===== config.mk =====
export PLATFORM = sky130hd
export DESIGN_NAME = pframe_xcvr
export DESIGN_NICKNAME = d
export VERILOG_FILES = /design/src/rtl/pframe_pkg.sv /design/src/rtl/pframe_clkgen.sv /design/src/rtl/pframe_engine.sv /design/src/rtl/pframe_xcvr.sv
export SDC_FILE = /design/constraint.sdc
export NUM_CORES = 1
export LEC_CHECK = 0
export ABC_AREA = 1
export BUFFER_PORTS_ARGS = -buffer_cell sky130_fd_sc_hd__buf_2
export CORE_MARGIN = 4
export CORE_UTILIZATION = 50
export CTS_CLUSTER_DIAMETER = 50
export DETAILED_ROUTE_END_ITERATION = 6
export GPL_ROUTABILITY_DRIVEN = 0
export GPL_TIMING_DRIVEN = 1
export PLACE_DENSITY = 0.7
export SYNTH_ARGS = -nofsm -noshare
export SYNTH_HDL_FRONTEND = slang
export SYNTH_SLANG_ARGS = --single-unit

===== constraint.sdc =====
create_clock -name clk -period 1.95 [get_ports clk]
set_clock_uncertainty 0.2 [all_clocks]
set_input_delay 0.0975 -clock clk [delete_from_list [all_inputs] [get_ports clk]]
set_output_delay 0.0975 -clock clk [all_outputs]
set_load 0.005 [all_outputs]

===== src/rtl/pframe_pkg.sv =====
package pframe_pkg;

  localparam int DATA_BITS  = 8;
  localparam int FRAME_BITS = 12;
  localparam int IDX_W      = 4;

  typedef enum logic [1:0] {
    ERR_NONE   = 2'b00,
    ERR_START  = 2'b01,
    ERR_PARITY = 2'b10,
    ERR_STOP   = 2'b11
  } rx_err_e;

  typedef enum logic [2:0] {
    ST_IDLE,
    ST_TX,
    ST_HUNT,
    ST_DATA,
    ST_PAR,
    ST_STOP
  } eng_st_e;

  // even parity over a data byte
  function automatic logic even_par(input logic [DATA_BITS-1:0] b);
    return ^b;
  endfunction

  // line level of link bit idx in an outgoing frame
  function automatic logic tx_line_bit(input logic [DATA_BITS-1:0] b,
                                       input logic [IDX_W-1:0] idx);
    logic v;
    if (idx == '0)                             v = 1'b0;
    else if (idx <= IDX_W'(DATA_BITS))         v = b[3'(idx - 4'd1)];
    else if (idx == IDX_W'(DATA_BITS + 1))     v = even_par(b);
    else                                       v = 1'b1;
    return v;
  endfunction

endpackage


===== src/rtl/pframe_clkgen.sv =====
module pframe_clkgen #(
  parameter int HALF_CYC = 2
) (
  input  logic clk,
  input  logic rst_n,
  input  logic run,
  output logic tick
);
  localparam int CW = (HALF_CYC > 1) ? $clog2(HALF_CYC) : 1;

  logic [CW-1:0] cnt;

  assign tick = run && (cnt == CW'(HALF_CYC - 1));

  always_ff @(posedge clk or negedge rst_n) begin
    if (!rst_n)         cnt <= '0;
    else if (!run)      cnt <= '0;
    else if (tick)      cnt <= '0;
    else                cnt <= cnt + 1'b1;
  end
endmodule


===== src/rtl/pframe_engine.sv =====
module pframe_engine
  import pframe_pkg::*;
#(
  parameter int HUNT_WIN = 10
) (
  input  logic                 clk,
  input  logic                 rst_n,
  input  logic                 tick,
  input  logic                 send_req,
  input  logic                 recv_req,
  input  logic [DATA_BITS-1:0] tx_byte,
  input  logic                 line_in,
  output logic                 sclk,
  output logic                 line_out,
  output logic                 busy,
  output logic [DATA_BITS-1:0] rx_byte,
  output logic                 rx_valid,
  output logic                 rx_err,
  output rx_err_e              err_kind,
  output logic                 rx_mode,
  output logic                 fall
);
  localparam int HW = $clog2(HUNT_WIN + 1);

  eng_st_e              st;
  logic [IDX_W-1:0]     bit_idx;
  logic [HW-1:0]        hunt_cnt;
  logic [DATA_BITS-1:0] shreg;
  logic [DATA_BITS-1:0] tx_hold;
  logic                 stop_ok;
  logic                 rise;

  assign busy    = (st != ST_IDLE);
  assign rx_mode = (st == ST_HUNT) || (st == ST_DATA) || (st == ST_PAR) || (st == ST_STOP);
  assign rise    = tick && !sclk;
  assign fall    = tick && sclk;

  always_ff @(posedge clk or negedge rst_n) begin
    if (!rst_n) begin
      st       <= ST_IDLE;
      sclk     <= 1'b0;
      line_out <= 1'b1;
      bit_idx  <= '0;
      hunt_cnt <= '0;
      shreg    <= '0;
      tx_hold  <= '0;
      stop_ok  <= 1'b1;
      rx_byte  <= '0;
      rx_valid <= 1'b0;
      rx_err   <= 1'b0;
      err_kind <= ERR_NONE;
    end else begin
      rx_valid <= 1'b0;
      rx_err   <= 1'b0;
      if (st == ST_IDLE) begin
        if (send_req) begin
          tx_hold  <= tx_byte;
          bit_idx  <= '0;
          line_out <= tx_line_bit(tx_byte, '0);
          st       <= ST_TX;
        end else if (recv_req) begin
          line_out <= 1'b1;
          hunt_cnt <= '0;
          st       <= ST_HUNT;
        end
      end else if (rise) begin
        sclk <= 1'b1;
      end else if (fall) begin
        sclk <= 1'b0;
        case (st)
          ST_TX: begin
            if (bit_idx == IDX_W'(FRAME_BITS - 1)) begin
              st <= ST_IDLE;
            end else begin
              bit_idx  <= bit_idx + 1'b1;
              line_out <= tx_line_bit(tx_hold, bit_idx + 1'b1);
            end
          end
          ST_HUNT: begin
            if (!line_in) begin
              st      <= ST_DATA;
              bit_idx <= '0;
            end else if (hunt_cnt == HW'(HUNT_WIN - 1)) begin
              st       <= ST_IDLE;
              rx_err   <= 1'b1;
              err_kind <= ERR_START;
            end else begin
              hunt_cnt <= hunt_cnt + 1'b1;
            end
          end
          ST_DATA: begin
            shreg <= {line_in, shreg[DATA_BITS-1:1]};
            if (bit_idx == IDX_W'(DATA_BITS - 1)) st <= ST_PAR;
            else                                  bit_idx <= bit_idx + 1'b1;
          end
          ST_PAR: begin
            if (line_in != even_par(shreg)) begin
              st       <= ST_IDLE;
              rx_err   <= 1'b1;
              err_kind <= ERR_PARITY;
            end else begin
              st      <= ST_STOP;
              bit_idx <= '0;
            end
          end
          ST_STOP: begin
            if (bit_idx == '0) begin
              stop_ok <= line_in;
              bit_idx <= 1;
            end else begin
              st <= ST_IDLE;
              if (stop_ok && line_in) begin
                rx_valid <= 1'b1;
                rx_byte  <= shreg;
                err_kind <= ERR_NONE;
              end else begin
                rx_err   <= 1'b1;
                err_kind <= ERR_STOP;
              end
            end
          end
          default: st <= ST_IDLE;
        endcase
      end
    end
  end
endmodule


===== src/rtl/pframe_xcvr.sv =====
module pframe_xcvr
  import pframe_pkg::*;
#(
  parameter int HALF_CYC = 2,
  parameter int HUNT_WIN = 10
) (
  input  logic       clk,
  input  logic       rst_n,
  input  logic [7:0] tx_byte,
  input  logic       send_req,
  input  logic       recv_req,
  output logic [7:0] rx_byte,
  output logic       rx_valid,
  output logic       rx_err,
  output logic [1:0] rx_err_kind,
  output logic       busy,
  output logic       link_clk,
  output logic       link_dout,
  input  logic       link_din
);
  logic    tick;
  logic    rx_mode;
  logic    fall;
  rx_err_e kind;

  pframe_clkgen #(.HALF_CYC(HALF_CYC)) u_clkgen (
    .clk  (clk),
    .rst_n(rst_n),
    .run  (busy),
    .tick (tick)
  );

  pframe_engine #(.HUNT_WIN(HUNT_WIN)) u_engine (
    .clk     (clk),
    .rst_n   (rst_n),
    .tick    (tick),
    .send_req(send_req),
    .recv_req(recv_req),
    .tx_byte (tx_byte),
    .line_in (link_din),
    .sclk    (link_clk),
    .line_out(link_dout),
    .busy    (busy),
    .rx_byte (rx_byte),
    .rx_valid(rx_valid),
    .rx_err  (rx_err),
    .err_kind(kind),
    .rx_mode (rx_mode),
    .fall    (fall)
  );

  assign rx_err_kind = kind;
endmodule


==> results of run 1 <==
==> synth_stat cells <==
library cell	instances
nand2_4	2
a21oi_2	1
nor2_1	16
a31oi_1	1
or2_2	1
xor2_1	5
nand3_2	1
a22oi_1	1
nor3_2	2
dfrtp_1	41
ha_1	4
a21oi_4	1
nand3_1	28
buf_4	1
o211ai_1	1
nor2_8	1
nor3_1	2
nand3b_1	1
clkinv_2	1
o21ai_2	8
nor2_2	7
a21boi_0	1
xnor2_1	4
o21ai_1	9
o31ai_1	1
nand4_1	4
dfstp_2	2
o22ai_1	2
nand2_1	117
mux2i_1	1
o21ai_0	2
buf_6	2
nand2_2	7
inv_2	2
buf_2	1
nand3_4	1
a21oi_1	8
inv_1	39
nor4_1	1
==> sequential cells by signal (all words and copies together) (netlist names) <==
name               cells
u_clkgen.cnt           1
u_engine.bit_idx       4
u_engine.err_kind      2
u_engine.hunt_cnt      4
u_engine.line_out      1
u_engine.rx_byte       8
u_engine.rx_err        1
u_engine.rx_valid      1
u_engine.sclk          1
u_engine.shreg         8
u_engine.st            3
u_engine.stop_ok       1
u_engine.tx_hold       8
==> layout make-up <==
cell class / count / area [um^2]
fillers: 442 / 1820
multi-input cells: 241 / 1270
flip-flops and latches: 43 / 1080
repair buffers: 43 / 285
inverters: 42 / 159
well taps: 67 / 83.8
clock buffers: 5 / 68.8
clock inverters: 3 / 47.5
==> per-stage QoR <==
step | hold slack (ns) | area (um^2) | std cells | utilization | setup WS [ns]
after CTS | 0.215 | 2970 | 443 | 0.616 | 0.0390
after global routing | 0.277 | 3000 | 444 | 0.622 | 0.0000808
final | 0.194 | 3000 | 444 | 0.622 | 0.143
after global placement | 0.00265 | 2730 | 423 | 0.566 | 0.0778
after floorplan | -0.398 | 2520 | 330 | - | 0.291
after detailed placement | 0.00807 | 2730 | 423 | 0.566 | 0.0599
==> what timing repair did <==
item | 4_1_cts | 5_1_grt
gates resized for setup | 1 | 8
hold buffers | 12 | 0
setup buffers | 0 | 1
hold endpoints to repair | 53 | 0
setup endpoints to repair | 1 | 23
==> where the power goes <==
group	internal (mW)	switching [mW]	total, mW
Combinational	0.839	1.32	2.16
Sequential	1.22	0.331	1.55
Clock	0.388	0.329	0.717
==> critical path, stage by stage (launching register included) <==
cell and delay [ns]:
dfrtp_2 0.45, inv_2 0.11, ha_2 0.24, a21oi_4 0.08, nor2_1 0.09, nand4_1 0.13
nor2_4 0.16, nand2_2 0.09, nand2_1 0.09, nand2_1 0.06
==> worst paths after layout <==
check | cells past startpoint | endpoint | from | slack [ns]
setup / recovery | 9 | u_engine.bit_idx[0] | u_engine.bit_idx[0] | 0.14
hold / removal | 3 | u_engine.tx_hold[2] | rst_n | 0.19
setup reg to reg | 9 | u_engine.bit_idx[0] | u_engine.bit_idx[0] | 0.14
hold reg to reg | 2 | u_engine.err_kind[1] | u_engine.err_kind[1] | 0.27
max in group asynchronous | 3 | u_engine.st[2] | rst_n | 0.97
min in group clk | 2 | u_engine.err_kind[1] | u_engine.err_kind[1] | 0.27
==> routing by layer <==
layer  share of wire  GRT usage  vias to the layer above  routed length (um)
met4           0.012     0.0670                        0                  63
met2            0.49      0.314                       37                2490
li1                -          -                     1139                   -
met5               0          0                        -                   0
met1            0.47      0.256                     1014                2380
met3           0.035     0.0374                        5                 181
==> cell families after synthesis <==
| family | share of synthesized area |
|---|---|
| xor gates and xnor gates | 0.0312 |
| DFF | 0.428 |
| muxes | 0.00397 |
| and+or+nand+nor | 0.346 |
| AOI/OAI and AO/OA | 0.0948 |
| adders and majority gates | 0.0198 |
| buffers and inverters | 0.0769 |
==> results.md, run 1 <==
* Status: finished, final reports clean
* 1st-iter DRT viols at 121
* Worst path arrival time at 1.80 ns
* Remaining DRCs at 0
* Tightest Pin Transition at 0.528 ns
* Drt wl/cell at 11.5 um
* VDD IR-drop max at 0.747 mV
* Die Y at 79.0 um
* Global Route Usage Sum at 0.193
* CTS sink cnt at 43
* Power Density at 1480 nW/um^2
* Core footprint at 4820 um^2
* CTS root buf: clkbuf_8
* Clk_lat worst skew at 0.30 ns
* Worst slew margin at 0.648
* CTS tree: built
* Register area share after synthesis at 0.428
* Vias after detailed routing at 2195
* Hold WC Path Type: in2async
* Fmax at 554 MHz
* PortBufs at 27
* Synth Warn # at 0
* Via density at 4.94
* Yosys cell types at 39
* Row cnt at 25
* Die Area at 6240 um^2
* Initial antenna violation count at 0
* Routed Antenna Nets at 0
* Synth top area cells: dfrtp_1, nand2_1, inv_1, nand3_1, o21ai_2
* Mapped Area at 2520 um^2
* I/O pin count at 28
* Wire length of the first global-routing pass at 9600 um
* Clock slew seen by the registers of the worst setup and hold paths at 0.09 ns
* Area Overhead vs Synth at 18.7%
* CP Launch Type: flop
* Nets@finish at 393
* Worst Path Max Fanout at 5
* GR Overflow Total at 0
* DRT Wirelength at 5120 um
* Worst path required time at 1.94 ns
* Commonest non-fill, non-tap cell in the layout: nand2_1
* Die X at 79.0 um
* Setup repair after global routing missed its margin: false
* Net Count, Synth at 347
* Most frequent cells in the layout: nand2_1, dfrtp_1, inv_1
* Setup tns final at 0 ns
* Setup violators final at 0
* Number of max-cap violations at 0
* Pre-antenna DRT Iters at 4
* H-tree depth at 2
* Total power at 4.42 mW
* Synthesis-stage register bit count at 43
* Final period utilization at 0.926
* Largest net degree at the start of global routing at 44
* Diodes inserted at 0
* Max Root-Sink Buffers at 2
* Starting density of the core at 0.524
* Layout cells sized above 1 at 0.218
* Final hold vios at 0
* Max Slew Vio Count at 0
* Crit path kind: reg2reg
* Mean Syn Cell Area at 7.64 um^2
* Vias in the first global route at 2132
* HPWL Detailed at 3770 um
* Yosys top cell by area: dfrtp_1
* Crit. End Element: flop
* Min Clock Period, post-route at 1.81 ns
* CTS buffer count at 5
* Share of the synthesized area in the top cell type at 0.407
* Mapped Cells at 330
* Leak at 1.55 nW
Note: power is estimated with default switching activity, not from simulation.
==> inputs of run 2 (changes only) <==
--- a/config.mk
+++ b/config.mk
@@ -16,4 +16,5 @@
 export PLACE_DENSITY = 0.7
 export SYNTH_ARGS = -nofsm -noshare
 export SYNTH_HDL_FRONTEND = slang
+export SYNTH_HIERARCHICAL = 1
 export SYNTH_SLANG_ARGS = --single-unit
==> constraint.sdc (replaced) <==
create_clock -name clk -period 1.95 [get_ports clk]
set_clock_uncertainty 0.2 [all_clocks]
set_input_delay 0.0975 -clock clk [delete_from_list [all_inputs] [get_ports clk]]
set_output_delay 0.0975 -clock clk [all_outputs]
set_load 0.01 [all_outputs]
==> results.md, run 2 <==
* Status: finished, final reports clean
* Remaining DRCs at 0 (unchanged)
* Power Density at 1470 nW/um^2 (about the same)
* I/O pin count at 28 (unchanged)
* Total power at 4.54 mW (+2.8%)
* Cells on worst reg2reg path at 9 (unchanged)
* Mapped Cells at 342 (+3.6%)
* Crit-path leading delay family: simple AND/OR/NAND/NOR gates
* 1st-iter DRT viols at 127 (+5.0%)
* CTS tree: built
* Worst Path Max Fanout at 5 (unchanged)
* Diodes inserted at 0 (unchanged)
* Tightest Pin Transition at 0.509 ns (-0.0194 ns)
* GR Overflow Total at 0 (unchanged)
* Die Y at 79.3 um (+0.38%)
* Mapped Area at 2540 um^2 (+0.84%)
* Comb power frac at 0.518 (+0.030)
* Mean Syn Cell Area at 7.44 um^2 (-2.7%)
* Layout cells sized above 1 at 0.238 (+0.0205)
* Wire length of the first global-routing pass at 9580 um (-0.21%)
* Routed Antenna Nets at 0 (unchanged)
* CTS sink cnt at 43 (unchanged)
* DRT Wirelength at 5170 um (+1.0%)
* Sw Ratio at 0.450 (+0.00268)
* Clock slew seen by the registers of the worst setup and hold paths at 0.08 ns (about the same)
* Worst hold stages at 6
* Drt wl/cell at 11.2 um (-2.9%)
* Worst path required time at 1.95 ns (about the same)
* Vias in the first global route at 2219 (+4.1%)
* Worst Min Path Start: recv_req
* Top flop regs: u_engine/rx_byte x8, u_engine/shreg x8, u_engine/tx_hold x8
* Filler cells at 441 (-0.23%)
* Core footprint at 4820 um^2 (unchanged)
* Hold EP: u_engine/hunt_cnt[3]
* Net Count, Synth at 359 (+3.5%)
* Min Clock Period, post-route at 1.80 ns (-0.00280 ns)
* Reg2reg end: u_engine/bit_idx[2]
* Bufs and invs on worst path at 1 (unchanged)
* Via density at 4.80 (-2.8%)
* Worst path arrival time at 1.80 ns (about the same)
* Clk pwr share at 0.155 (-0.007)
* PortBufs at 27 (unchanged)
* Starting density of the core at 0.528 (+0.00442)
* Synth Warn # at 6 (+6)
* Row cnt at 25 (unchanged)
* Die Area at 6290 um^2 (+0.76%)
* Crit. End Element: flop
* Die X at 79.3 um (+0.38%)
* Initial antenna violation count at 0 (unchanged)
* Largest net degree at the start of global routing at 24 (-45%)
* Final hold vios at 0 (unchanged)
* Fmax at 554 MHz (+0.16%)
* Clk_lat worst skew at 0.30 ns (about the same)
* Max Root-Sink Buffers at 2 (unchanged)
* Setup tns final at 0 ns (unchanged)
* FF-to-FF Start: u_engine/bit_idx[0]
* Nets@finish at 411 (+4.6%)
* Largest stage delay, worst path at 0.43 ns (-0.02 ns)
* Vias after detailed routing at 2219 (+1.1%)
* CTS root buf: clkbuf_8
* Hold WC Path Type: in2reg
* Int Pwr at 2.50 mW (+2.3%)
* Commonest non-fill, non-tap cell in the layout: nand2_1
* CP Launch Type: flop
* HPWL Detailed at 3900 um (+3.4%)
* Sequential Power Share at 0.327 (-0.023)
* Max Slew Vio Count at 0 (unchanged)
* Psw at 2.04 mW (+3.4%)
* CP most frequent cell: nand2_1
* Setup violators final at 0 (unchanged)
* Pre-antenna DRT Iters at 4 (unchanged)
* Final period utilization at 0.925 (-0.00144)
* H-tree depth at 2 (unchanged)
* Crit path kind: reg2reg
* CP cell instances: inv_2 > ha_1 > nand2_1 > nor2_4 > o211ai_2 > nor2_4 > nand2_2 > nand2_1 > nand2_1
* VDD IR-drop max at 0.948 mV (+27%)
* Global Route Usage Sum at 0.191 (-0.00114)
* Number of max-cap violations at 0 (unchanged)
* CTS buffer count at 5 (unchanged)
* Worst slew margin at 0.661 (+0.0129)
* Worst R2R Setup Slack at 0.15 ns (about the same)
* Most frequent cells in the layout: nand2_1, dfrtp_1, inv_1
* Leak at 1.63 nW (+5.0%)
* Critical path's slowest cell: dfrtp_1
* Area Overhead vs Synth at 21.1%
run 2: cell types whose count changed in the layout (fill, tap and decap cells not counted), sizes merged, moves of 2 or more:
| cell | change |
|---|---|
| dlygate4sd3 | -2 |
| inv | +4 |
| buf | +8 |
| nor2 | +12 |
| nand4 | -2 |
| a21oi | +6 |
| nand3 | +4 |
| mux2 | +2 |
| o21ai | +5 |
| xnor2 | -3 |
| nand2 | -10 |
run 2: tightest hold or removal path, delay by kind of cell:
family | cells | cell delay (ns)
simple gates | 3 | 0.18
buf+inv | 2 | 0.15
compound gates | 1 | 0.07
run 2: area by class of cell:
cell class                 count  area [um^2]  share of cell area
multi-input combinational    248         1280               0.415
clock buffer                   5         68.8              0.0223
clock inverter                 3         43.8              0.0142
sequential                    43         1080               0.351
timing repair buffer          49          350               0.114
tap                           67         83.8              0.0272
inverter                      47          176              0.0573
run 2: power by group through the flow:
stage	clock network, mW	registers [mW]	logic (mW)
final	0.705	1.49	2.35
after global routing	0.771	1.54	2.72
after CTS	0.727	1.48	2.29
after detailed placement	0	1.49	2.27
after global placement	0	1.49	2.23
after floorplan	0	1.50	1.68
run 2: metrics by stage:
stage                     utilization  cell area, um^2  hold slack [ns]  std cells  setup slack, ns
final                           0.639             3080           0.0394        462            0.146
after detailed placement        0.589             2840           -0.103        443           0.0417
after floorplan                     -             2550           -0.398        342           0.0398
after global placement          0.589             2840           -0.107        443            0.114
after global routing            0.639             3080           0.0682        462         -0.00627
after CTS                       0.633             3050           0.0282        461           0.0208
run 2: what timing repair did:
action                                  in CTS  in global routing
endpoints found under the setup margin       0                 18
endpoints found under the hold margin       51                  0
setup buffers                                0                  1
resized for setup                            0                  7
hold buffers                                10                  0
run 2: layer usage:
| metal | global-route usage | vias to the layer above | routed length (um) |
|---|---|---|---|
| met5 | 0 | - | 0 |
| met4 | 0.0653 | 0 | 83 |
| met3 | 0.0385 | 9 | 202 |
| met2 | 0.326 | 39 | 2430 |
| met1 | 0.242 | 979 | 2450 |
| li1 | - | 1192 | - |
run 2: worst max-delay path by stage:
stage,from,endpoint,slack [ns],depth (start not counted)
2_1_floorplan,u_engine/st[2],u_engine/rx_byte[4],0.04,11
3_3_place_gp,u_engine/bit_idx[0],u_engine/bit_idx[2],0.11,9
3_5_place_dp,u_engine/bit_idx[0],u_engine/bit_idx[2],0.04,9
4_1_cts,u_engine/bit_idx[0],u_engine/bit_idx[2],0.02,9
5_1_grt,u_engine/bit_idx[0],u_engine/bit_idx[2],-0.006,9
6_report,u_engine/bit_idx[0],u_engine/bit_idx[2],0.15,9
